**src/rtl/irq_pkg.sv**
```systemverilog
package irq_pkg;
  localparam int IRQ_SRC_N  = 6;
  localparam int IRQ_LVL_W  = 2;
  localparam int IRQ_LVL_N  = 1 << IRQ_LVL_W;
  localparam int IRQ_IDX_W  = $clog2(IRQ_SRC_N);
  localparam int IRQ_REG_W  = 8;
  localparam int IRQ_GEN_BIT = 7;

  typedef logic [IRQ_LVL_W-1:0] lvl_t;
  typedef logic [IRQ_IDX_W-1:0] idx_t;

  typedef struct packed {
    logic valid;
    idx_t idx;
    lvl_t lvl;
  } cand_t;
endpackage

```
**src/rtl/irq_src_gather.sv**
```systemverilog
module irq_src_gather
  import irq_pkg::*;
#(
  parameter int N     = IRQ_SRC_N,
  parameter int REG_W = IRQ_REG_W,
  parameter int GEN   = IRQ_GEN_BIT
) (
  input  logic [N-1:0]     raw_req,
  input  logic [REG_W-1:0] en_reg,
  input  logic [REG_W-1:0] prio_lo,
  input  logic [REG_W-1:0] prio_hi,
  output logic [N-1:0]     pend,
  output lvl_t             lvl [N]
);
  // One gate and one level pair per source; bit position equals source index.
  for (genvar i = 0; i < N; i++) begin : g_src
    assign pend[i] = raw_req[i] & en_reg[i] & en_reg[GEN];
    assign lvl[i]  = {prio_hi[i], prio_lo[i]};
  end
endmodule

```
**src/rtl/irq_arbiter.sv**
```systemverilog
module irq_arbiter
  import irq_pkg::*;
#(
  parameter int N     = IRQ_SRC_N,
  parameter int LVL_N = IRQ_LVL_N
) (
  input  logic [N-1:0] pend,
  input  lvl_t         lvl [N],
  output cand_t        win
);
  logic [N-1:0] hit [LVL_N];

  for (genvar l = 0; l < LVL_N; l++) begin : g_lvl
    for (genvar i = 0; i < N; i++) begin : g_bit
      assign hit[l][i] = pend[i] && (lvl[i] == lvl_t'(l));
    end
  end

  // Later iterations override earlier ones: a higher level beats a lower
  // one, and within a level the lower index (visited last) wins.
  always_comb begin
    win = '0;
    for (int l = 0; l < LVL_N; l++) begin
      for (int i = N - 1; i >= 0; i--) begin
        if (hit[l][i]) begin
          win.valid = 1'b1;
          win.idx   = idx_t'(i);
          win.lvl   = lvl_t'(l);
        end
      end
    end
  end
endmodule

```
**src/rtl/irq_svc_tracker.sv**
```systemverilog
module irq_svc_tracker
  import irq_pkg::*;
#(
  parameter int LVL_N = IRQ_LVL_N
) (
  input  logic             clk,
  input  logic             rst,
  input  logic             set_en,
  input  lvl_t             set_lvl,
  input  logic             clr_top,
  output logic [LVL_N-1:0] svc,
  output logic             busy,
  output lvl_t             cur_lvl
);
  logic [LVL_N-1:0] top_oh;
  logic [LVL_N-1:0] svc_nxt;

  always_comb begin
    top_oh  = '0;
    cur_lvl = '0;
    for (int l = 0; l < LVL_N; l++) begin
      if (svc[l]) begin
        top_oh    = '0;
        top_oh[l] = 1'b1;
        cur_lvl   = lvl_t'(l);
      end
    end
  end

  assign busy = |svc;

  always_comb begin
    svc_nxt = svc;
    if (clr_top) svc_nxt = svc_nxt & ~top_oh;
    if (set_en)  svc_nxt = svc_nxt | (LVL_N'(1) << set_lvl);
  end

  always_ff @(posedge clk) begin
    if (rst) svc <= '0;
    else     svc <= svc_nxt;
  end

  // Requirement R11: a lone return strobe removes exactly one in-service level.
  assert_reti_one_R11: assert property (@(posedge clk) disable iff (rst)
    (clr_top && !set_en && busy) |=> ($countones(svc) == $past($countones(svc)) - 1));

  // Requirement R9: an acknowledged level is marked in service.
  assert_ack_marks_R9: assert property (@(posedge clk) disable iff (rst)
    set_en |=> svc[$past(set_lvl)]);
endmodule

```
**src/rtl/irq_prio_ctrl.sv**
```systemverilog
module irq_prio_ctrl
  import irq_pkg::*;
#(
  parameter int          N        = IRQ_SRC_N,
  parameter int          LVL_N    = IRQ_LVL_N,
  parameter int          REG_W    = IRQ_REG_W,
  parameter int          ADDR_W   = 16,
  parameter int unsigned VEC_BASE = 16'h0003,
  parameter int unsigned VEC_STEP = 16'h0008
) (
  input  logic              clk,
  input  logic              rst,
  input  logic              ext0_flag,
  input  logic              tmr0_flag,
  input  logic              ext1_flag,
  input  logic              tmr1_flag,
  input  logic              ser_rx_flag,
  input  logic              ser_tx_flag,
  input  logic              tmr2_ovf_flag,
  input  logic              tmr2_ext_flag,
  input  logic [REG_W-1:0]  irq_en,
  input  logic [REG_W-1:0]  irq_prio_lo,
  input  logic [REG_W-1:0]  irq_prio_hi,
  input  logic              irq_ack,
  input  logic              irq_reti,
  output logic              irq_req,
  output logic [ADDR_W-1:0] irq_vector,
  output logic [IRQ_IDX_W-1:0] irq_src,
  output logic [IRQ_LVL_W-1:0] irq_lvl,
  output logic [IRQ_IDX_W-1:0] grant_src,
  output logic [IRQ_LVL_W-1:0] grant_lvl,
  output logic [LVL_N-1:0]  in_service
);
  logic [N-1:0] raw_req;
  logic [N-1:0] pend;
  lvl_t         src_lvl [N];
  cand_t        win;
  logic         svc_busy;
  lvl_t         cur_lvl;
  logic         may_preempt;
  logic         take;

  assign raw_req = {tmr2_ovf_flag | tmr2_ext_flag,
                    ser_rx_flag | ser_tx_flag,
                    tmr1_flag, ext1_flag, tmr0_flag, ext0_flag};

  irq_src_gather #(.N(N), .REG_W(REG_W), .GEN(IRQ_GEN_BIT)) u_gather (
    .raw_req (raw_req),
    .en_reg  (irq_en),
    .prio_lo (irq_prio_lo),
    .prio_hi (irq_prio_hi),
    .pend    (pend),
    .lvl     (src_lvl)
  );

  irq_arbiter #(.N(N), .LVL_N(LVL_N)) u_arb (
    .pend (pend),
    .lvl  (src_lvl),
    .win  (win)
  );

  assign take = irq_req && irq_ack;

  irq_svc_tracker #(.LVL_N(LVL_N)) u_svc (
    .clk     (clk),
    .rst     (rst),
    .set_en  (take),
    .set_lvl (irq_lvl),
    .clr_top (irq_reti),
    .svc     (in_service),
    .busy    (svc_busy),
    .cur_lvl (cur_lvl)
  );

  assign may_preempt = !svc_busy || (win.lvl > cur_lvl);

  always_ff @(posedge clk) begin
    if (rst) begin
      irq_req    <= 1'b0;
      irq_vector <= '0;
      irq_src    <= '0;
      irq_lvl    <= '0;
      grant_src  <= '0;
      grant_lvl  <= '0;
    end else if (irq_req) begin
      if (irq_ack) begin
        irq_req   <= 1'b0;
        grant_src <= irq_src;
        grant_lvl <= irq_lvl;
      end
    end else if (win.valid && may_preempt) begin
      irq_req    <= 1'b1;
      irq_src    <= win.idx;
      irq_lvl    <= win.lvl;
      irq_vector <= ADDR_W'(VEC_BASE) + ADDR_W'(win.idx) * ADDR_W'(VEC_STEP);
    end
  end

  // Requirement R8: an unacknowledged request holds with a stable vector.
  assert_req_hold_R8: assert property (@(posedge clk) disable iff (rst)
    (irq_req && !irq_ack) |=> (irq_req && $stable(irq_vector) && $stable(irq_lvl)));

  // Requirement R9: acknowledge ends the request in the next cycle.
  assert_ack_drop_R9: assert property (@(posedge clk) disable iff (rst)
    (irq_req && irq_ack) |=> !irq_req);

  // Requirement R10: a new request outranks whatever was in service.
  assert_preempt_R10: assert property (@(posedge clk) disable iff (rst)
    $rose(irq_req) |-> (!$past(svc_busy) || (irq_lvl > $past(cur_lvl))));

  // Requirement R10: a level-3 handler is never preempted.
  assert_top_lvl_R10: assert property (@(posedge clk) disable iff (rst)
    $rose(irq_req) |-> !$past(in_service[LVL_N-1]));

  // Requirement R2: no request rises while the global enable is off.
  assert_global_R2: assert property (@(posedge clk) disable iff (rst)
    $rose(irq_req) |-> $past(irq_en[IRQ_GEN_BIT]));
endmodule

```
**config.mk**
```make
export PLATFORM = sky130hd
export DESIGN_NAME = irq_prio_ctrl
export DESIGN_NICKNAME = d
export VERILOG_FILES = /design/src/rtl/irq_pkg.sv /design/src/rtl/irq_src_gather.sv /design/src/rtl/irq_arbiter.sv /design/src/rtl/irq_svc_tracker.sv /design/src/rtl/irq_prio_ctrl.sv
export SDC_FILE = /design/constraint.sdc
export NUM_CORES = 1
export LEC_CHECK = 0
export BUFFER_PORTS_ARGS = -buffer_cell sky130_fd_sc_hd__buf_4
export CAP_MARGIN = 20
export CORE_MARGIN = 3
export CORE_UTILIZATION = 50
export DETAILED_ROUTE_END_ITERATION = 7
export PLACE_DENSITY = 0.86
export SYNTH_ARGS = -nofsm -noshare
export SYNTH_HDL_FRONTEND = slang
export SYNTH_SLANG_ARGS = --single-unit
```
**constraint.sdc**
```tcl
create_clock -name clk -period 6.7 [get_ports clk]
set_clock_uncertainty 0.05 [all_clocks]
set_input_delay 1.34 -clock clk [delete_from_list [all_inputs] [get_ports clk]]
set_output_delay 1.34 -clock clk [all_outputs]
set_load 0.03 [all_outputs]
```
==> results of run 1 <==
-- flip-flops by register name (all words and copies together) (netlist names) --
signal	flops
u_svc.svc	4
grant_src	3
irq_src	3
grant_lvl	2
irq_lvl	2
irq_req	1
irq_vector	1
-- metal layers --
metal | vias up | wire length [um] | global-route usage [%]
li1 | 725 | - | -
met1 | 693 | 1644 | 31.33
met2 | 80 | 1743 | 36.04
met3 | 4 | 343 | 3.509
met4 | 0 | 37 | 6.149
met5 | - | 0 | 0
-- cell families (layout without fill, tap and decap cells) --
family	after synthesis	count (layout)	synth area share, %
other	1	11	0.2700
AO/OA/AOI/OAI	51	51	29.55
buffers and inverters	28	63	12.16
AND/OR/NAND/NOR	75	75	32.43
multiplexers	1	1	0.7207
flip-flops	16	16	23.06
adder cells (fa/ha/maj)	2	2	1.802
-- stage by stage --
| stage | hold WS [ns] | cell area [um2] | cells | worst slack (ns) | power (mW) |
|---|---|---|---|---|---|
| 6_report | 0.4113 | 1740 | 249 | 2.652 | 0.3002 |
| 3_3_place_gp | 0.3938 | 1704 | 245 | 2.351 | 0.2328 |
| 3_5_place_dp | 0.4020 | 1704 | 245 | 2.355 | 0.2359 |
| 5_1_grt | 0.4421 | 1740 | 249 | 2.442 | 0.3156 |
| 2_1_floorplan | 0.5271 | 1426 | 184 | 2.885 | 0.1988 |
| 4_1_cts | 0.4152 | 1740 | 249 | 2.658 | 0.3004 |
-- power by group through the flow --
stage,logic [mW],clock network [mW],registers [mW]
finish,0.123,0.0652,0.112
global route,0.131,0.0703,0.114
CTS,0.122,0.0664,0.112
detailed placement,0.122,0,0.114
global placement,0.119,0,0.114
floorplan,0.0732,0,0.126
-- synthesized netlist by cell type (all sizes together), types with 2 or more instances --
library cell  instances
a2111oi               2
a211oi                2
a21oi                11
a22oi                 4
a2bb2oi               3
a31oi                 2
and2                  2
and3                  2
and4                  4
buf                  17
clkbuf                2
dfxtp                16
ha                    2
inv                   9
nand2                22
nand3                 7
nand4                 4
nand4b                4
nor2                 16
nor2b                 2
nor3b                 3
nor4b                 2
o2111ai               2
o211a                 2
o21ai                 3
o22ai                 2
o32ai                 4
or2                   2
-- worst max-delay path by stage --
stage	start	end	slack [ns]	depth (start not counted)
floorplan	tmr2_ext_flag	irq_src[0]	2.89	11
global placement	tmr2_ext_flag	irq_src[0]	2.35	12
detailed placement	tmr2_ext_flag	irq_src[0]	2.35	12
CTS	tmr2_ext_flag	irq_src[0]	2.66	12
global route	tmr2_ext_flag	irq_src[0]	2.44	12
finish	tmr2_ext_flag	irq_src[0]	2.65	12
-- cell type report --
cell class,instances,area [um2]
inverters,9,33.78
repair buffers,50,375.4
multi-input cells,140,937.1
well taps,30,37.54
fillers,208,827.0
flip-flops and latches,16,320.3
clock buffers,4,36.28
-- worst register-to-register path: stages (launching register included) --
cell       delay, ns
dfxtp_1         0.44
nor2_1          0.10
ha_1            0.30
nor2b_1         0.15
a2bb2oi_1       0.19
o21bai_1        0.14
a41oi_4         0.37
nand3_2         0.13
o32ai_1         0.26
==> out/results.ini, run 1 <==
[global_route]
grt_pass1_vias = 1386
grt_max_degree = 17
antenna_found_initial = 0
grt_pass1_wl_um = 6175
grt_overflow_total = 0
grt_use_total_pct = 22.48

[synthesis]
yosysTopAreaCell = dfxtp_1
seq_area_frac_synth_pct = 23.06
netlist.area_leader.share_pct = 23.06
synth_ff_type = dfxtp_1
ys_async_sr_fraction_pct = 0
synthCells = 174
ys_ff_latch = 16
synth.distinct_cells = 60
ys.warnings.count = 0
synth.area.top_cells = dfxtp_1, buf_4, nand2_1, nor2_1, a21oi_1
synthesis.area_um2 = 1389
syn_area_per_cell_um2 = 7.982
synth-edff-count = 0

[setup_path]
r2r_slack_ns = 4.49
path_cells = buf_4 > o211a_1 > a32oi_1 > nor4b_4 > nor4b_1 > nor3b_1 > ha_1 > a2bb2oi_1 > o21bai_1 > a41oi_4 > nand3_2 > o32ai_1
cp.arrival_ns = 4.21
cp_slowest_stage_delay_ns = 0.37
path_max_fanout = 10
required_ns = 6.86
rr_startpoint = u_svc.svc[3]
worst_setup_path_end_kind = register
path_buf_inv = 1
critPathSlowestCell = a41oi_4
r2r_end = irq_src[0]
critPathTopFamily = compound AO/OA/AOI/OAI gates
cp-start-kind = input port
path_class = input port to register
reg2reg_depth = 8

[pwr]
power_leakage_nw = 0.7872
p_seq_share_pct = 37.3
p_comb_share_pct = 41.0
pwr_density_cell_nw_per_um2 = 172.5
clkPwrFrac_pct = 21.7
p_int_mw = 0.1852
vdd_drop_max_v = 0.0002025
power.switching_mw = 0.1150
switching_share_pct = 38.31

[hold_path]
holdPathStages = 2
worstHoldStart = grant_src[1]
min_to = grant_src[1]
hp-class = register to register

[die]
num_rows = 18
start_util_pct = 54.09
ios = 67
die_width_um = 58.71
fp.dieH_um = 58.71
design.die.area_um2 = 3446
core-area_um2 = 2567

[job]
max_cap_viol_count = 0

[drt]
drtAntennaViolNets = 0
drc = 0
dr.pass1.iters = 5
viasPerCell = 6.032
vias = 1502
routed_wl_um = 3768
avgRoutedWirePerCell_um = 15.13
drtIter0Drc = 91

[clock_network]
cts_hold_buf = 0
cts_made_buffers = 3
cts_tree = done
clk_pin_slew_worst_paths_ns = 0.09
cts_buffer_depth = 2
clock_latency_ns = 0.29
cts-root-buf = clkbuf_4
cts_sinks = 16
post_cts_buffers = 0
cts_max_level = 1
cts_resized = 0

[placed_design]
port_buffers = 50
hpwl_um = 3084
finalWeightedCongestion = 0.8936

[finish]
layout_commonest_cell = buf_4
final_cell_mix = buf_4, nand2_1, dfxtp_1
drive_above_1_share_pct = 31.96
area_growth_pct = 25.32
nets = 258
final_util_pct = 67.79
n_antenna_cell = 0

[sta]
rsz0062_at_grt = no
tightest_slew_ns = 0.5040
clock.fmax_mhz = 247.0
tns_ns = 0
hold_viol_final = 0
final-setup-viol-count = 0
maxSlewHeadroom_pct = 65.53
timing.final.crit_period_ns = 4.048
report.final.slew_viol_count = 0
min_period_over_period_pct = 60.42

[outcome]
status = finished, final reports clean

Note: power is estimated with default switching activity, not from simulation.
==> inputs of run 2 (changes only) <==
--- a/config.mk
+++ b/config.mk
@@ -8,9 +8,9 @@
 export BUFFER_PORTS_ARGS = -buffer_cell sky130_fd_sc_hd__buf_4
 export CAP_MARGIN = 20
 export CORE_MARGIN = 3
-export CORE_UTILIZATION = 50
+export CORE_UTILIZATION = 42
 export DETAILED_ROUTE_END_ITERATION = 7
-export PLACE_DENSITY = 0.86
+export PLACE_DENSITY = 0.77
 export SYNTH_ARGS = -nofsm -noshare
 export SYNTH_HDL_FRONTEND = slang
 export SYNTH_SLANG_ARGS = --single-unit
==> constraint.sdc (replaced) <==
create_clock -name clk -period 3.5 [get_ports clk]
set_clock_uncertainty 0.05 [all_clocks]
set_input_delay 0.7 -clock clk [delete_from_list [all_inputs] [get_ports clk]]
set_output_delay 0.7 -clock clk [all_outputs]
set_load 0.03 [all_outputs]
==> run 2 against run 1 <==
  * Critical path depth rose by 1
  * Wire length is 11% lower
  * Final cell count up 6.8%
  * Critical path type unchanged
  * Critical endpoint is now irq_lvl[1]
  * Largest power group unchanged
==> out/results.ini, run 2 (synthesis results as in run 1) <==
[sta]
hold_viol_final = 0
min_period_over_period_pct = 89.96
tns_ns = 0
clock.fmax_mhz = 317.6
report.final.slew_viol_count = 0
rsz0062_at_grt = no
final-setup-viol-count = 0
timing.final.crit_period_ns = 3.149

[die]
design.die.area_um2 = 4033
core-area_um2 = 3103
die_width_um = 63.51
num_rows = 20
ios = 67
fp.dieH_um = 63.51
start_util_pct = 44.76

[pwr]
p_int_mw = 0.3396
power.switching_mw = 0.2089
p_comb_share_pct = 43.9
vdd_drop_max_v = 0.0002105
power_leakage_nw = 0.7994
switching_share_pct = 38.09
pwr_density_cell_nw_per_um2 = 309.2
p_seq_share_pct = 39.1
clkPwrFrac_pct = 17.0

[global_route]
grt_max_degree = 17
grt_use_total_pct = 16.44
grt_overflow_total = 0
antenna_found_initial = 0
grt_pass1_wl_um = 5568
grt_pass1_vias = 1272

[clock_network]
cts_sinks = 16
cts_buffer_depth = 2
clock_latency_ns = 0.28
cts_tree = done
post_cts_buffers = 0
cts-root-buf = clkbuf_4
cts_hold_buf = 0
cts_made_buffers = 3
cts_max_level = 1
cts_resized = 0
clk_pin_slew_worst_paths_ns = 0.09

[placed_design]
postPlaceCellArea_um2 = 1752
port_buffers = 50
hpwl_um = 2796
finalWeightedCongestion = 0.9565

[setup_path]
r2r_slack_ns = 1.50
cp-start-kind = input port
required_ns = 3.63
reg2reg_depth = 9
rr_startpoint = u_svc.svc[3]
worst_setup_path_end_kind = register
r2r_end = irq_lvl[1]
path_max_fanout = 5
cp.arrival_ns = 3.28
path_class = input port to register

[drt]
drtIter0Drc = 48
dr.pass1.iters = 4
viasPerCell = 5.500
drtAntennaViolNets = 0
avgRoutedWirePerCell_um = 12.66
routed_wl_um = 3368
vias = 1463
drc = 0

[hold_path]
holdPathStages = 2
min_to = grant_src[2]
hp-class = register to register
worstHoldStart = grant_src[2]

[finish]
largest_reg_flops = 4
nFillCells = 314
layout_commonest_cell = buf_4
drive_above_1_share_pct = 32.88
largestRegisters = u_svc.svc: 4 flops, grant_src: 3 flops, irq_src: 3 flops
n_antenna_cell = 0
area_growth_pct = 27.75
nets = 262
final_cell_mix = buf_4, nand2_1, dfxtp_1
fin_area_um2 = 1774
top_register = u_svc.svc

[outcome]
status = finished, final reports clean

[job]
max_cap_viol_count = 0

## run 2: area by class of cell
| cell class | count | area [um2] | share of cell area [%] |
|---|---|---|---|
| timing repair buffer | 54 | 405.4 | 22.85 |
| inverter | 9 | 33.78 | 1.904 |
| multi-input combinational | 140 | 937.1 | 52.82 |
| tap | 44 | 55.05 | 3.103 |
| sequential | 16 | 320.3 | 18.05 |
| clock buffer | 3 | 22.52 | 1.269 |
## run 2: worst max-delay path by stage
stage                     slack (ns)    endpoint           from
after CTS                       0.33  irq_lvl[1]  tmr2_ext_flag
after global routing            0.12  irq_lvl[1]  tmr2_ext_flag
after global placement          0.05  irq_lvl[1]  tmr2_ext_flag
final                           0.35  irq_lvl[1]  tmr2_ext_flag
after floorplan                 0.33  irq_src[0]  tmr2_ext_flag
after detailed placement        0.03  irq_lvl[1]  tmr2_ext_flag
## run 2: through the flow
step / setup WS (ns) / hold WS [ns] / std cells / power, mW / util [%]
finish: 0.3513 / 0.4098 / 266 / 0.5485 / 57.18
global route: 0.1213 / 0.4250 / 266 / 0.5846 / 57.18
CTS: 0.3264 / 0.4129 / 266 / 0.5511 / 57.18
detailed placement: 0.02826 / 0.4001 / 263 / 0.4600 / 56.45
global placement: 0.05021 / 0.3973 / 263 / 0.4568 / 56.45
floorplan: 0.3252 / 0.5271 / 184 / 0.3805 / -
## run 2: power by group through the flow
stage / clock, mW / combinational (mW) / sequential, mW
after floorplan: 0 / 0.140 / 0.240
after global routing: 0.106 / 0.261 / 0.218
after global placement: 0 / 0.238 / 0.219
final: 0.0931 / 0.241 / 0.215
after detailed placement: 0 / 0.241 / 0.219
after CTS: 0.0951 / 0.241 / 0.215
## run 2: layer usage
layer	vias up	track usage [%]	wire, um
met5	-	0	0
met4	0	1.887	18
met3	2	3.565	286
met2	69	28.81	1609
met1	655	21.10	1453
li1	737	-	-
## run 2: critical path: stages
cell       delay, ns
buf_4           0.12
o211a_1         0.27
a32oi_1         0.32
nor4b_4         0.28
nor4b_1         0.09
nor3b_1         0.32
ha_1            0.29
a2bb2oi_1       0.16
o21bai_1        0.13
a41oi_4         0.23
buf_4           0.17
mux2i_1         0.17
nor2_1          0.05
